$ cat src/rtl/smb_cfg_pkg.sv
package smb_cfg_pkg;

  localparam logic [6:0] SLV_ADDR7 = 7'h69;

  typedef enum logic [2:0] {
    ST_IDLE,
    ST_ADDR,
    ST_CMD,
    ST_COUNT,
    ST_WDATA,
    ST_RDATA,
    ST_IGNORE
  } stage_e;

  // power-up contents of register idx
  function automatic logic [7:0] reg_default(int idx);
    case (idx)
      2:       return 8'hFF;
      3:       return 8'h3F;
      8:       return 8'h08;
      default: return 8'h00;
    endcase
  endfunction

  // bits that software cannot change
  function automatic logic [7:0] reg_romask(int idx);
    case (idx)
      8:       return 8'h0F;
      15:      return 8'hF8;
      default: return 8'h00;
    endcase
  endfunction

  function automatic logic [7:0] merge_write(logic [7:0] old_v, logic [7:0] new_v,
                                             logic [7:0] ro);
    return (old_v & ro) | (new_v & ~ro);
  endfunction

  function automatic logic addr_hit(logic [7:0] b);
    return b[7:1] == SLV_ADDR7;
  endfunction

endpackage

$ cat src/rtl/smb_line_sync.sv
module smb_line_sync #(
  parameter int STAGES = 2
) (
  input  logic clk,
  input  logic rst_n,
  input  logic scl_i,
  input  logic sda_i,
  output logic scl_s,
  output logic sda_s,
  output logic scl_rise,
  output logic scl_fall,
  output logic start_det,
  output logic stop_det
);

  logic [STAGES-1:0] scl_pipe, sda_pipe;
  logic scl_d, sda_d;

  always_ff @(posedge clk or negedge rst_n) begin
    if (!rst_n) begin
      scl_pipe <= '1;
      sda_pipe <= '1;
      scl_d    <= 1'b1;
      sda_d    <= 1'b1;
    end else begin
      scl_pipe <= {scl_pipe[STAGES-2:0], scl_i};
      sda_pipe <= {sda_pipe[STAGES-2:0], sda_i};
      scl_d    <= scl_pipe[STAGES-1];
      sda_d    <= sda_pipe[STAGES-1];
    end
  end

  assign scl_s     = scl_pipe[STAGES-1];
  assign sda_s     = sda_pipe[STAGES-1];
  assign scl_rise  = scl_s & ~scl_d;
  assign scl_fall  = ~scl_s & scl_d;
  // SDA edges count only while SCL stayed high across both samples
  assign start_det = scl_s & scl_d & sda_d & ~sda_s;
  assign stop_det  = scl_s & scl_d & ~sda_d & sda_s;

endmodule

$ cat src/rtl/smb_xfer_fsm.sv
module smb_xfer_fsm
  import smb_cfg_pkg::*;
#(
  parameter int NREG = 18
) (
  input  logic       clk,
  input  logic       rst_n,
  input  logic       scl_s,
  input  logic       sda_s,
  input  logic       scl_rise,
  input  logic       scl_fall,
  input  logic       start_det,
  input  logic       stop_det,
  input  logic [7:0] rd_data,
  output logic [7:0] rd_idx,
  output logic       wr_en,
  output logic [7:0] wr_idx,
  output logic [7:0] wr_data,
  output logic       sda_oe
);

  localparam logic [7:0] COUNT_BYTE = 8'(NREG);

  stage_e     stage_q;
  logic       ack_ph_q;
  logic [3:0] bit_q;
  logic [7:0] sh_q, tx_q, ptr_q, remain_q;
  logic [4:0] off_q;
  logic       byte_mode_q, rw_q, ack_q, mack_q;
  logic       rx_stage, byte_done;

  assign rx_stage  = (stage_q == ST_ADDR) || (stage_q == ST_CMD) ||
                     (stage_q == ST_COUNT) || (stage_q == ST_WDATA);
  assign byte_done = rx_stage && !ack_ph_q && scl_fall && (bit_q == 4'd8);
  assign wr_en     = byte_done && (stage_q == ST_WDATA) && (remain_q != 8'd0);
  assign wr_idx    = ptr_q;
  assign wr_data   = sh_q;
  assign rd_idx    = byte_mode_q ? {3'b000, off_q} : ptr_q;
  assign sda_oe    = ack_q | ((stage_q == ST_RDATA) && !ack_ph_q && !tx_q[7]);

  always_ff @(posedge clk or negedge rst_n) begin
    if (!rst_n) begin
      stage_q     <= ST_IDLE;
      ack_ph_q    <= 1'b0;
      bit_q       <= '0;
      sh_q        <= '0;
      tx_q        <= 8'hFF;
      ptr_q       <= '0;
      remain_q    <= '0;
      off_q       <= '0;
      byte_mode_q <= 1'b0;
      rw_q        <= 1'b0;
      ack_q       <= 1'b0;
      mack_q      <= 1'b0;
    end else if (stop_det) begin
      stage_q  <= ST_IDLE;
      ack_ph_q <= 1'b0;
      ack_q    <= 1'b0;
    end else if (start_det) begin
      stage_q  <= ST_ADDR;
      ack_ph_q <= 1'b0;
      ack_q    <= 1'b0;
      bit_q    <= '0;
    end else if (rx_stage) begin
      if (!ack_ph_q) begin
        if (scl_rise && bit_q != 4'd8) begin
          sh_q  <= {sh_q[6:0], sda_s};
          bit_q <= bit_q + 4'd1;
        end
        if (byte_done) begin
          bit_q    <= '0;
          ack_ph_q <= 1'b1;
          ack_q    <= 1'b1;
          case (stage_q)
            ST_ADDR: begin
              if (!addr_hit(sh_q)) begin
                ack_q    <= 1'b0;
                ack_ph_q <= 1'b0;
                stage_q  <= ST_IGNORE;
              end else begin
                rw_q <= sh_q[0];
              end
            end
            ST_CMD: begin
              byte_mode_q <= sh_q[7];
              off_q       <= sh_q[4:0];
              if (sh_q[7]) begin
                ptr_q    <= {3'b000, sh_q[4:0]};
                remain_q <= 8'd1;
              end else begin
                ptr_q <= '0;
              end
            end
            ST_COUNT: remain_q <= sh_q;
            ST_WDATA: begin
              if (remain_q != 8'd0) begin
                ptr_q    <= ptr_q + 8'd1;
                remain_q <= remain_q - 8'd1;
              end
            end
            default: ;
          endcase
        end
      end else if (scl_fall) begin
        ack_ph_q <= 1'b0;
        ack_q    <= 1'b0;
        case (stage_q)
          ST_ADDR: begin
            if (rw_q) begin
              stage_q <= ST_RDATA;
              bit_q   <= '0;
              if (byte_mode_q) begin
                tx_q <= rd_data;
              end else begin
                tx_q  <= COUNT_BYTE;
                ptr_q <= '0;
              end
            end else begin
              stage_q <= ST_CMD;
            end
          end
          ST_CMD:   stage_q <= byte_mode_q ? ST_WDATA : ST_COUNT;
          ST_COUNT: stage_q <= ST_WDATA;
          default:  ;
        endcase
      end
    end else if (stage_q == ST_RDATA) begin
      if (!ack_ph_q) begin
        if (scl_fall) begin
          if (bit_q == 4'd7) begin
            ack_ph_q <= 1'b1;
            bit_q    <= '0;
          end else begin
            tx_q  <= {tx_q[6:0], 1'b0};
            bit_q <= bit_q + 4'd1;
          end
        end
      end else begin
        if (scl_rise) mack_q <= !sda_s;
        if (scl_fall) begin
          ack_ph_q <= 1'b0;
          if (mack_q) begin
            tx_q  <= rd_data;
            ptr_q <= ptr_q + 8'd1;
          end else begin
            stage_q <= ST_IGNORE;
          end
        end
      end
    end
  end

  assert_start_addr_R1: assert property (@(posedge clk) disable iff (!rst_n)
    (start_det && !stop_det) |=> (stage_q == ST_ADDR && bit_q == 4'd0));

  assert_stop_idle_R8: assert property (@(posedge clk) disable iff (!rst_n)
    stop_det |=> (stage_q == ST_IDLE && !sda_oe));

  assert_tx_hold_R5: assert property (@(posedge clk) disable iff (!rst_n)
    (stage_q == ST_RDATA && $past(stage_q) == ST_RDATA && scl_s && $past(scl_s))
      |-> $stable(sda_oe));

endmodule

$ cat src/rtl/smb_reg_bank.sv
module smb_reg_bank
  import smb_cfg_pkg::*;
#(
  parameter int NREG = 18
) (
  input  logic             clk,
  input  logic             rst_n,
  input  logic             wr_en,
  input  logic [7:0]       wr_idx,
  input  logic [7:0]       wr_data,
  input  logic [7:0]       rd_idx,
  output logic [7:0]       rd_data,
  output logic [NREG*8-1:0] cfg_q
);

  localparam int         AW    = (NREG > 1) ? $clog2(NREG) : 1;
  localparam logic [7:0] NREG8 = 8'(NREG);

  logic [7:0] mem [NREG];

  always_ff @(posedge clk or negedge rst_n) begin
    if (!rst_n) begin
      for (int i = 0; i < NREG; i++) mem[i] <= reg_default(i);
    end else if (wr_en && wr_idx < NREG8) begin
      mem[wr_idx[AW-1:0]] <= merge_write(mem[wr_idx[AW-1:0]], wr_data,
                                         reg_romask(int'(wr_idx)));
    end
  end

  assign rd_data = (rd_idx < NREG8) ? mem[rd_idx[AW-1:0]] : 8'h00;

  for (genvar g = 0; g < NREG; g++) begin : g_out
    assign cfg_q[g*8 +: 8] = mem[g];

    assert_ro_hold_R6: assert property (@(posedge clk) disable iff (!rst_n)
      $stable(mem[g] & reg_romask(g)));
  end

endmodule

$ cat src/rtl/smb_cfg_slave.sv
module smb_cfg_slave #(
  parameter int NREG        = 18,
  parameter int SYNC_STAGES = 2
) (
  input  logic              clk,
  input  logic              rst_n,
  input  logic              scl_i,
  input  logic              sda_i,
  output logic              sda_oe,
  output logic [NREG*8-1:0] cfg_q
);

  logic       scl_s, sda_s, scl_rise, scl_fall, start_det, stop_det;
  logic       wr_en;
  logic [7:0] wr_idx, wr_data, rd_idx, rd_data;

  smb_line_sync #(.STAGES(SYNC_STAGES)) u_sync (
    .clk       (clk),
    .rst_n     (rst_n),
    .scl_i     (scl_i),
    .sda_i     (sda_i),
    .scl_s     (scl_s),
    .sda_s     (sda_s),
    .scl_rise  (scl_rise),
    .scl_fall  (scl_fall),
    .start_det (start_det),
    .stop_det  (stop_det)
  );

  smb_xfer_fsm #(.NREG(NREG)) u_fsm (
    .clk       (clk),
    .rst_n     (rst_n),
    .scl_s     (scl_s),
    .sda_s     (sda_s),
    .scl_rise  (scl_rise),
    .scl_fall  (scl_fall),
    .start_det (start_det),
    .stop_det  (stop_det),
    .rd_data   (rd_data),
    .rd_idx    (rd_idx),
    .wr_en     (wr_en),
    .wr_idx    (wr_idx),
    .wr_data   (wr_data),
    .sda_oe    (sda_oe)
  );

  smb_reg_bank #(.NREG(NREG)) u_bank (
    .clk     (clk),
    .rst_n   (rst_n),
    .wr_en   (wr_en),
    .wr_idx  (wr_idx),
    .wr_data (wr_data),
    .rd_idx  (rd_idx),
    .rd_data (rd_data),
    .cfg_q   (cfg_q)
  );

endmodule

$ cat config.mk
export PLATFORM = sky130hd
export DESIGN_NAME = smb_cfg_slave
export DESIGN_NICKNAME = d
export VERILOG_FILES = /design/src/rtl/smb_cfg_pkg.sv /design/src/rtl/smb_line_sync.sv /design/src/rtl/smb_xfer_fsm.sv /design/src/rtl/smb_reg_bank.sv /design/src/rtl/smb_cfg_slave.sv
export SDC_FILE = /design/constraint.sdc
export NUM_CORES = 1
export LEC_CHECK = 0
export BUFFER_PORTS_ARGS = -buffer_cell sky130_fd_sc_hd__buf_4
export CORE_MARGIN = 1.5
export CORE_UTILIZATION = 35
export DETAILED_ROUTE_END_ITERATION = 8
export SETUP_SLACK_MARGIN = 0.5
export SLEW_MARGIN = 20
export SYNTH_ARGS = -nofsm -noshare
export SYNTH_HDL_FRONTEND = slang
export SYNTH_SLANG_ARGS = --single-unit
$ cat constraint.sdc
create_clock -name clk -period 7.9 [get_ports clk]
set_input_delay 1.185 -clock clk [delete_from_list [all_inputs] [get_ports clk]]
set_output_delay 1.185 -clock clk [all_outputs]
set_load 0.1 [all_outputs]
==> After elaboration in Yosys (flattened, before gate mapping) <==
Index checks and enable logic that the tools add are counted.
Widths: inputs -> output; s select.
{ "totals": {"register_bits": 199, "inputBits": 4, "out_inout_bits": 145, "word_cells": 225} }
{ "classes": {"n_addsub": 3, "n_lt_le_gt_ge": 5, "n_eq_ne": 32, "n_mux": 87, "n_bitwise": 22, "reduce_logical": 42} }
{ "op_table": {"columns": ["cell", "count"], "rows": [
  ["$mux 8", 34],
  ["$bwmux 144", 1],
  ["$bmux 8 s5", 2],
  ["$mux 4", 12],
  ["$mux 3", 14],
  ["$demux 8 s5", 1],
  ["$pmux 8 s2", 2],
  ["$pmux 8 s3", 1],
  ["$ne 3x3->1 const B", 7],
  ["$reduce_bool 4->1", 5],
  ["$mux 1", 18],
  ["$reduce_and 9->1", 2],
  ["$and 8x8->8", 2],
  ["$eq 8x4->1 const B", 2],
  ["$lt 8x5->1 const B", 2],
  ["$reduce_and 8->1", 2],
  ["$reduce_bool 3->1", 5],
  ["$reduce_and 13->1", 1],
  ["$ge 6x6->1 const B", 2],
  ["$not 5->6", 2],
  ["$reduce_and 6->1", 2],
  ["$logic_and 1x1->1", 10],
  ["$ne 2x1->1 const B", 5],
  ["$reduce_bool 2->1", 5],
  ["other kinds (29)", 52]
]} }

==> Depth between registers and ports, before layout <==
Gate-level depths: netlist of run 1.
{ "logic_depth": {"ltp_word": 15, "depth_mapped": 10} }

==> Modules after synthesis <==
A second synthesis of run 1 with hierarchy kept.
{ "hier_totals": {"hier_cells": 816, "area_unflattened_um2": 10408.7} }
{ "modules_own_cells": {"columns": ["mod", "n_inst", "cells_per_inst", "area_per_inst_um2", "seq_area_each_um2"], "rows": [
  ["smb_reg_bank", 1, 482, 7059.3, 3622.2],
  ["smb_xfer_fsm", 1, 324, 3159.3, 1236.2],
  ["smb_line_sync", 1, 10, 190.2, 157.7]
]} }

==> Least setup slack after synthesis of run 1 <==
OpenSTA, ideal clock, no wires.
{ "synth_path": {"path_type": "reg2out", "start": "register u_fsm.stage_q[1]", "end": "output port sda_oe", "arrival_time_ns": 3.119, "path_slack_ns": 3.596, "path_stages_with_launch": 4, "n_path_buf": 1, "path_cell_list": "dfrtp_1 > clkbuf_1 > nand2b_1 > o31ai_1"} }
{ "synth_between": {"elab_chain_len": 4} }
{ "synth_lines": {"columns": ["element", "line_no", "text"], "rows": [
  ["start, declared", "smb_xfer_fsm.sv:24", "stage_e stage_q;"],
  ["start signal, assigned", "smb_xfer_fsm.sv:122", "ST_CMD: stage_q <= byte_mode_q ? ST_WDATA : ST_COUNT;"],
  ["$eq 3x3->1", "smb_xfer_fsm.sv:39", "assign sda_oe = ack_q | ((stage_q == ST_RDATA) && !ack_ph_q && !tx_q[7]);"],
  ["$logic_and 1x1->1 (2 in series)", "smb_xfer_fsm.sv:39", null],
  ["$or 1x1->1", "smb_xfer_fsm.sv:39", null],
  ["end, declared", "smb_cfg_slave.sv:9", "output logic sda_oe,"]
]} }
No other way between the ends.

==> Worst setup path after layout of run 1 <==
{ "layout_path": {"start": "register u_fsm.ptr_q[0] (netlist: u_fsm.wr_idx[0])", "end": "register u_bank.mem, in the netlist u_bank.cfg_q[85]"} }
{ "layout_between": {"elab_chain_len": 7} }
{ "layout_lines": {"columns": ["element", "line_no", "text"], "rows": [
  ["start, declared", "smb_xfer_fsm.sv:27", "logic [7:0] sh_q, tx_q, ptr_q, remain_q;"],
  ["start signal, assigned", "smb_xfer_fsm.sv:88", "ptr_q <= {3'b000, sh_q[4:0]};"],
  ["start signal, assigned", "smb_xfer_fsm.sv:97", "ptr_q <= ptr_q + 8'd1;"],
  ["start signal, assigned", "smb_xfer_fsm.sv:144", "ptr_q <= ptr_q + 8'd1;"],
  ["$not 5->6 (not written as such) / $eq 8x4->1 (equally long branches)", "smb_reg_bank.sv:25, smb_cfg_pkg.sv:27", null],
  ["$bmux 8 s5 / $pmux 8 s2 (equally long branches)", "smb_reg_bank.sv:25, smb_cfg_pkg.sv:27", null],
  ["$mux 8, on equally long branches", "smb_reg_bank.sv:25, smb_reg_bank.sv:24", null],
  ["$mux 8 (not written as such) / $not 8->8 (equally long branches)", "smb_reg_bank.sv:25, smb_cfg_pkg.sv:36", null],
  ["$and 8x8->8", "smb_cfg_pkg.sv:36", "return (old_v & ro) | (new_v & ~ro);"],
  ["$or 8x8->8", "smb_cfg_pkg.sv:36", null],
  ["$bwmux 144", "smb_reg_bank.sv:25", "mem[wr_idx[AW-1:0]] <= merge_write(mem[wr_idx[AW-1:0]], wr_data,"],
  ["end signal, assigned by index", "smb_reg_bank.sv:25", null],
  ["end, declared", "smb_reg_bank.sv:19", "logic [7:0] mem [NREG];"]
]} }
Several ways; a longest one is shown, not always the timed one. The select of a mux whose other input is x is not followed.
A chain may end at the register's enable or synchronous reset.

==> flow_summary.ini, run 1 <==
[run_status]
outcome = completed

[cts]
cts_tree = done
clk_latency_ns = 0.46
cts_resized = 0
path_clk_slew_ns = 0.09
cts_setup_buffers = 0
ctsHtreeMaxLevel = 4
postCtsHoldBufs = 0
cts_sinks = 199
cts_made_buffers = 17
clockBufferDepth = 2
cts_root_buf = clkbuf_16

[detailed_routing]
firstDrtPassIters = 5
remaining_drc_errors = 0
vias = 8917
wl_um = 33100
vias_per_cell = 5.57
drt.antenna.violating_nets = 0
drt_iter0_markers = 655
wl_per_cell_um = 20.7

[timing]
rsz0062_at_grt = no
tightest_slew_ns = 1.13
max_freq_mhz = 275
fin_crit_sh_pct = 46.0
clock_skew_ns = 0.0207
slew_headroom_pct = 24.2
slew_viol_final = 0
setup-tns-final_ns = 0
fin_crit_ns = 3.63
setup_viol_count_final = 0
hold_violations = 0

[pwr]
power.density_mw_per_mm2 = 226
power_frac_seq_pct = 43.0
swShare_pct = 38.0
p_comb_share_pct = 23.8
power.internal_w = 0.00173
power.switching_w = 0.00106
finalPower_w = 0.00280
p_clk_share_pct = 33.2
vdd_drop_max_mv = 0.125
p_leak_nw = 5.18

[worst_hold_path]
holdPathStages = 0
holdPathEnd = u_sync.scl_pipe[1]$_DFF_PN1_
min_from = u_sync.scl_pipe[0]$_DFF_PN1_
min_path_type = reg -> reg

[setup_path]
reg2reg_depth = 5
arrival_ns = 3.91
critPathTopFamily = flip-flops
end_kind = flop
path_buf_inv = 0
r2r_slack_ns = 4.27
startpoint_type = flop
slowest_delay_ns = 1.03
path_cells = ha_1, nand3_1, nor3_2, mux2i_2, o21ai_0
r2r-end = u_bank.cfg_q[85]$_DFFE_PN0P_
cp_max_fo = 23
slowest_stage = dfrtp_1
r2r-start = u_fsm.wr_idx[0]$_DFFE_PN0P_
criticalPathCategory = reg -> reg
cp_data_required_time_ns = 8.18

[synth]
syn_nets = 1106
syn_avg_cell_area_um2 = 9.47
syn_inst = 1094
synthFlopType = dfrtp_1
yosysUniqueCellTypes = 74
synth_edf_count = 0
syn_area_mm2 = 0.0104
seq_area_frac_synth_pct = 48.4
synth-async-reset-ratio_pct = 100
synth_seq_cells = 199
ys_warn_count = 0

[grt]
antenna_found_initial = 0
grt_usage_pct = 21.9
grt_max_degree = 129
grt_overflow = 0
grt_pass1_wl_um = 51700
grt_pass1_vias = 8601

[die]
dieArea_mm2 = 0.0306
die_height_um = 175
initial_core_util_pct = 35.8
fp.dieW_um = 175
rows = 62
ios = 149
core_area_mm2 = 0.0289

[run]
drv_cap = 0

[placed_design]
globalplace.congestion = 0.876
io_buffers = 148
dp_hpwl_um = 23200

[cells_and_area]
antenna-diode-count = 0
fin_nets = 1217
area.growth.synth_to_final_pct = 19.2
drive_gt1_share_pct = 23.8
num-fill-cells = 2810
[synthesized netlist by cell type, types with 2 or more instances]
cell       number  area [um^2]
inv_1          22         82.6
buf_2          18         90.1
a2111oi_0       2         17.5
o21ai_1        10         50.1
and3b_1         3         26.3
o31ai_1         9         67.6
buf_4           3         22.5
nand2b_1       12         75.1
nor3b_1         3         22.5
ha_1            8          100
o221ai_1        3         26.3
nand3_1        42          210
and3_1          5         31.3
o21ai_0       183          916
mux4_2         24          541
mux2_2         23          259
buf_6          10          113
or3_1           6         37.5
dfstp_2        29          762
nor2_1         53          199
mux2i_1        13          130
a221oi_1        2         17.5
o41ai_1         4         35.0
o22ai_1         2         12.5
dfrtp_1       170         4250
a32oi_1         6         52.6
and2_1          4         25.0
a22oi_1        10         75.1
nor4_1          2         12.5
nor2b_1         7         43.8
nor3_1         13         65.1
a21boi_0        2         15.0
nand3_4        10          175
o21a_1          2         15.0
o211ai_1        3         22.5
and4_1          2         17.5
clkbuf_1       34          128
a31oi_1        20          125
nand2_1       239          897
a32o_1          8         80.1
nand4_1         4         25.0
a21oi_1        37          185
[worst max-delay path by stage]
stage / start / endpoint / slack (ns) / cells past startpoint
2_1_floorplan: u_fsm.stage_q[1]$_DFFE_PN0P_ / sda_oe / 3.60 / 3
4_1_cts: u_fsm.wr_idx[0]$_DFFE_PN0P_ / u_bank.cfg_q[52]$_DFFE_PN0P_ / 4.24 / 6
5_1_grt: u_fsm.wr_idx[0]$_DFFE_PN0P_ / u_bank.cfg_q[140]$_DFFE_PN0P_ / 3.97 / 6
3_3_place_gp: u_fsm.wr_idx[0]$_DFFE_PN0P_ / u_bank.cfg_q[95]$_DFFE_PN0P_ / 4.27 / 5
6_report: u_fsm.wr_idx[0]$_DFFE_PN0P_ / u_bank.cfg_q[85]$_DFFE_PN0P_ / 4.27 / 5
3_5_place_dp: u_fsm.wr_idx[0]$_DFFE_PN0P_ / u_bank.cfg_q[85]$_DFFE_PN0P_ / 4.24 / 5
[metrics by stage]
stage	cells	cell area, um^2	worst slack, ns	utilization, %	hold WS [ns]
after floorplan	1094	10400	3.60	-	0.345
after detailed placement	1569	11700	4.24	40.4	0.348
final	1602	12300	4.27	42.7	0.360
after global placement	1569	11700	4.27	40.3	0.347
after global routing	1602	12300	3.97	42.7	0.368
after CTS	1601	12300	4.24	42.6	0.362
[flip-flops by register name, indices dropped and copies added (netlist names), 2 cells and up]
register and count:
u_fsm.tx_q 8, u_fsm.wr_data 8, u_fsm.remain_q 8, u_sync.sda_pipe 2, u_sync.scl_pipe 2, u_bank.cfg_q 144, u_fsm.stage_q 3, u_fsm.bit_q 4
u_fsm.off_q 5, u_fsm.wr_idx 8
[per-layer routing]
metal | GRT usage [%] | routed length, um | vias up
li1 | - | - | 4130
met1 | 30.5 | 14500 | 4426
met2 | 33.4 | 15500 | 315
met3 | 4.85 | 2220 | 46
met4 | 8.05 | 899 | 0
met5 | 0 | 0 | -
[layout by cell type, fill, tap and decap left out, types with 20 or more instances in the layout]
cell type    n
nand2_1    239
o21ai_0    183
dfrtp_1    170
buf_4      157
nor2_1      53
nand3_1     42
a21oi_1     37
dfstp_2     29
mux4_2      24
mux2_2      23
inv_1       22
a31oi_1     20
[worst reg2reg max path: cells and delay by family (launching register included)]
family	cells	cell delay (ns)
AND/OR/NAND/NOR	2	0.68
multiplexers	1	0.92
flip-flops	1	1.03
adder cells (fa/ha/maj)	1	0.58
AO/OA/AOI/OAI	1	0.25
[power groups by stage]
stage / Clock [W] / Combinational, W / Sequential (W)
after detailed placement: 0 / 0.000661 / 0.00122
after global placement: 0 / 0.000651 / 0.00122
after floorplan: 0 / 0.000491 / 0.00114
final: 0.000927 / 0.000665 / 0.00120
after CTS: 0.000942 / 0.000662 / 0.00120
after global routing: 0.000989 / 0.000730 / 0.00122
[final cells by class]
class | count | area (um^2) | share of cell area (%)
clock buffers | 17 | 425 | 3.45
well taps | 384 | 480 | 3.89
flip-flops and latches | 199 | 5020 | 40.6
multi-input cells | 805 | 4910 | 39.7
clock inverters | 15 | 210 | 1.70
repair buffers | 159 | 1220 | 9.89
inverters | 23 | 86.3 | 0.699
[cells by family after synthesis]
group,Yosys count,synth area share (%)
and+or+nand+nor,415,19.0
AOI/OAI and AO/OA,320,18.0
DFF,199,48.4
buffers and inverters,90,4.47
muxes,60,8.98
adders and majority gates,8,0.966
xor gates and xnor gates,2,0.169
Note: power is estimated with default switching activity, not from simulation.
==> inputs of run 2 (changes only) <==
- clock period: 7.9 -> 3.2 ns (I/O delays scaled with it)
==> run 2 against run 1 <==
Against the previous run:
- clock power is 130% higher
- sequential share of layout area decreased by 0.88 points
- critical path depth up 1
- global-route usage increased by 0.43 points
- via count is 1.6% higher
- utilization up 0.96 points
- register-to-register slack worse by 3.6 ns
- highest routed layer unchanged
- largest cell class unchanged
- critical endpoint is now u_fsm.tx_q[5]$_DFFE_PN1P_
==> flow_summary.ini, run 2 (same netlist as run 1, synthesis figures left out) <==
[pwr]
power.switching_w = 0.00263
power.internal_w = 0.00436
power_frac_seq_pct = 41.2
swShare_pct = 37.7
p_leak_nw = 5.36
p_clk_share_pct = 31.0
vdd_drop_max_mv = 0.389
power.density_mw_per_mm2 = 554
p_comb_share_pct = 27.8

[cells_and_area]
largest_reg_flops = 144
final_cell_mix = 239 x nand2_1, 195 x buf_4, 183 x o21ai_0
antenna-diode-count = 0
multi_input_area_mm2 = 0.00492
regArea_mm2 = 0.00502
num-fill-cells = 2797
final_common_cell = nand2_1
fin_nets = 1257
drive_gt1_share_pct = 26.3
area.growth.synth_to_final_pct = 21.9

[detailed_routing]
drt_iter0_markers = 737
wl_per_cell_um = 20.4
wl_um = 33500
remaining_drc_errors = 0
vias = 9063
firstDrtPassIters = 5
vias_per_cell = 5.52
drt.antenna.violating_nets = 0

[cts]
ctsHtreeMaxLevel = 4
cts_sinks = 199
clk_latency_ns = 0.45
cts_tree = done
cts_made_buffers = 17
cts_root_buf = clkbuf_16
path_clk_slew_ns = 0.08
clockBufferDepth = 2

[timing]
max_freq_mhz = 396
fin_ws_ns = 0.677
fin_crit_ns = 2.52
setup-tns-final_ns = 0
tightest_slew_ns = 0.838
hold_violations = 0
rsz0062_at_grt = no
fin_crit_sh_pct = 78.8
slew_viol_final = 0
slew_headroom_pct = 44.1
clock_skew_ns = 0.0162
setup_viol_count_final = 0

[die]
initial_core_util_pct = 35.8
core_area_mm2 = 0.0289
fp.dieW_um = 175
dieArea_mm2 = 0.0306
die_height_um = 175
ios = 149
rows = 62

[setup_path]
criticalPathCategory = reg -> reg
cp_data_required_time_ns = 3.56
end_kind = flop
cp_max_fo = 20
reg2reg_depth = 6
arrival_ns = 2.89
startpoint_type = flop
r2r_slack_ns = 0.68

[placed_design]
dp_hpwl_um = 23900
io_buffers = 148
place_ws_ns = 0.428
globalplace.congestion = 0.881

[grt]
grt_overflow = 0
antenna_found_initial = 0
grt_usage_pct = 22.4
grt_pass1_wl_um = 53000
grt_pass1_vias = 8829
grt_max_degree = 90

[run_status]
outcome = completed

[run]
drv_cap = 0

[worst_hold_path]
min_path_type = in -> async
run 2: power by group through the flow:
stage	Combinational (W)	Sequential (W)	Clock, W
finish	0.00194	0.00288	0.00216
global placement	0.00190	0.00292	0
detailed placement	0.00192	0.00292	0
global route	0.00211	0.00291	0.00230
floorplan	0.00122	0.00281	0
CTS	0.00193	0.00288	0.00220
run 2: final cells by class:
type,instances,area share [%]
sequential,199,39.8
tap,384,3.81
multi-input combinational,805,39.0
inverter,23,0.684
clock inverter,14,1.28
clock buffer,18,3.40
timing repair buffer,199,12.1
run 2: final timing paths:
kind	start	end
worst max-delay path	u_fsm.byte_mode_q$_DFFE_PN0P_	u_fsm.tx_q[5]$_DFFE_PN1P_
worst min-delay path	rst_n	u_bank.cfg_q[93]$_DFFE_PN0P_
worst max register to register	u_fsm.byte_mode_q$_DFFE_PN0P_	u_fsm.tx_q[5]$_DFFE_PN1P_
worst min register to register	u_sync.sda_pipe[0]$_DFF_PN1_	u_sync.sda_pipe[1]$_DFF_PN1_
max in group asynchronous	rst_n	u_fsm.tx_q[4]$_DFFE_PN1P_
min in group clk	scl_i	u_sync.scl_pipe[0]$_DFF_PN1_
run 2: timing repair:
action | CTS | global route
hold buffers | 0 | 0
pin swaps | 1 | 0
buffers inserted | 2 | 0
endpoints found under the setup margin | 7 | 44
gates resized for setup | 0 | 3
run 2: worst max-delay path: stages (launching register included):
cell and delay, ns:
dfrtp_1 0.43, mux2_2 0.51, buf_4 0.37, mux4_2 0.60, a32o_1 0.30, nand3_1 0.13, a31oi_1 0.09
run 2: layer usage:
metal | vias to the layer above | share of wire [%] | track usage (%)
li1 | 4208 | - | -
met1 | 4489 | 44 | 30.4
met2 | 316 | 47 | 35.2
met3 | 50 | 6.5 | 4.96
met4 | 0 | 2.4 | 7.69
met5 | - | 0 | 0
run 2: metrics by stage:
step | hold slack (ns) | instance area, um^2 | power [W] | utilization, % | instances
after floorplan | 0.184 | 10400 | 0.00403 | - | 1094
after global placement | 0.347 | 12000 | 0.00482 | 41.5 | 1608
after detailed placement | 0.347 | 12000 | 0.00484 | 41.5 | 1608
after CTS | 0.127 | 12600 | 0.00700 | 43.6 | 1642
after global routing | 0.116 | 12600 | 0.00731 | 43.6 | 1642
final | 0.101 | 12600 | 0.00699 | 43.6 | 1642
==> inputs of run 3 (changes only) <==
- clock period: 3.2 -> 2.6 ns (I/O delays scaled with it)
==> run 3 against run 2 <==
Against the previous run:
- power increased by 38%
- final area increased by 13%
- clock skew increased by 0.012 ns
- utilization increased by 5.8 points
- non-clock buffer count increased by 64
- combinational power increased by 73%
- wire length increased by 12%
- setup slack got worse by 0.25 ns
- critical path type unchanged
- largest cell class is now multi-input gates
- highest routed layer unchanged
==> flow_summary.ini, run 3 (same netlist as run 1, synthesis figures left out) <==
[setup_path]
path_cells = or4_4, o311ai_4, a2111oi_2, o211ai_1, buf_4, a221oi_2, a21oi_1
critPathTopFamily = compound AO/OA/AOI/OAI gates
cp_max_fo = 8
slowest_delay_ns = 0.58
cp_data_required_time_ns = 2.97
slowest_stage = or4_4
criticalPathCategory = reg -> reg
path_buf_inv = 1
end_kind = flop
arrival_ns = 2.53
startpoint_type = flop

[timing]
slew_headroom_pct = 55.7
setup-tns-final_ns = 0
clock_skew_ns = 0.0282
slew_viol_final = 0
max_freq_mhz = 461
fin_crit_sh_pct = 83.4
tightest_slew_ns = 0.659
rsz0062_at_grt = yes
hold_violations = 0
fin_crit_ns = 2.17
setup_viol_count_final = 0

[cells_and_area]
antenna-diode-count = 0
final_cell_mix = 211 x nand2_1, 207 x buf_4, 144 x dfrtp_1
final_common_cell = nand2_1
fin_cells = 1714
regArea_mm2 = 0.00505
largest_reg_flops = 144
num-fill-cells = 2669
area.growth.synth_to_final_pct = 38.0
fin_nets = 1329
drive_gt1_share_pct = 40.1
multi_input_area_mm2 = 0.00565

[die]
rows = 62
core_area_mm2 = 0.0289
fp.dieW_um = 175
dieArea_mm2 = 0.0306
initial_core_util_pct = 35.8
ios = 149
die_height_um = 175

[grt]
grt_pass1_vias = 8972
grt_usage_pct = 22.6
grt_pass1_wl_um = 53500
grt_max_degree = 72
grt_overflow = 0
antenna_found_initial = 0

[cts]
cts_root_buf = clkbuf_16
cts_made_buffers = 17
ctsHtreeMaxLevel = 4
clk_latency_ns = 0.46
path_clk_slew_ns = 0.08
cts_tree = done
cts_sinks = 199
clockBufferDepth = 2

[worst_hold_path]
min_path_type = in -> reg

[pwr]
p_leak_nw = 5.93
power.density_mw_per_mm2 = 674
vdd_drop_max_mv = 0.467

[detailed_routing]
wl_um = 37700
drt_iter0_markers = 837
vias_per_cell = 5.64
wl_per_cell_um = 22.0
drt.antenna.violating_nets = 0
firstDrtPassIters = 5
vias = 9673
remaining_drc_errors = 0

[placed_design]
dp_hpwl_um = 24200
io_buffers = 148
globalplace.congestion = 0.927
place_inst = 1619

[run_status]
outcome = completed

[run]
drv_cap = 0
-- run 3: cell count changes in the layout (fill, tap and decap cells not counted), sizes merged, moves of 3 or more --
cell,previous run,this run
nand3,52,59
inv,28,31
clkbuf,19,23
buf,198,255
-- run 3: timing repair --
| item | in CTS | in global routing |
|---|---|---|
| hold buffers | 1 | 0 |
| cloned | 2 | 21 |
| pin swaps | 12 | 30 |
| hold endpoints to repair | 17 | 0 |
| gates resized for setup | 57 | 185 |
| buffers inserted | 15 | 24 |
| setup endpoints to repair | 182 | 177 |
-- run 3: area by class of cell --
cell class	count	area share (%)
inverter	23	0.604
tap	384	3.36
clock inverter	15	1.33
sequential	199	35.3
clock buffer	17	2.98
multi-input combinational	813	39.5
timing repair buffer	263	16.9
-- run 3: final timing paths --
check / slack (ns) / startpoint / cells past startpoint / end
min in group asynchronous: 0.49 / rst_n / 2 / u_bank.cfg_q[10]$_DFFE_PN0P_
max: 0.43 / u_fsm.remain_q[5]$_DFFE_PN0P_ / 7 / u_fsm.wr_idx[1]$_DFFE_PN0P_
max reg2reg: 0.43 / u_fsm.remain_q[5]$_DFFE_PN0P_ / 7 / u_fsm.wr_idx[1]$_DFFE_PN0P_
min: 0.05 / scl_i / 1 / u_sync.scl_pipe[0]$_DFF_PN1_
min reg2reg: 0.35 / u_sync.sda_pipe[0]$_DFF_PN1_ / 0 / u_sync.sda_pipe[1]$_DFF_PN1_
max in group asynchronous: 1.30 / rst_n / 3 / u_sync.sda_pipe[0]$_DFF_PN1_
-- run 3: per-layer routing --
metal | track usage [%] | vias up | wire (um)
met1 | 30.1 | 4774 | 15600
met3 | 4.72 | 78 | 2840
met2 | 36.6 | 428 | 18100
met4 | 7.59 | 0 | 1080
met5 | 0 | - | 0
li1 | - | 4393 | -
-- run 3: per-stage QoR --
stage / util, % / hold slack, ns / cell area (um^2) / setup WS, ns / power (W)
global route: 49.4 / 0.0369 / 14300 / 0.290 / 0.00998
floorplan: - / 0.0944 / 10600 / 0.425 / 0.00510
finish: 49.4 / 0.0482 / 14300 / 0.432 / 0.00963
global placement: 42.6 / 0.346 / 12300 / 0.205 / 0.00613
detailed placement: 42.6 / 0.347 / 12300 / 0.215 / 0.00616
CTS: 46.1 / 0.0349 / 13300 / 0.435 / 0.00913
-- run 3: power by group --
group | internal, W | switching, W | total (W)
sequential | 0.00328 | 0.000209 | 0.00349
combinational | 0.00133 | 0.00202 | 0.00335
clock | 0.00133 | 0.00146 | 0.00279
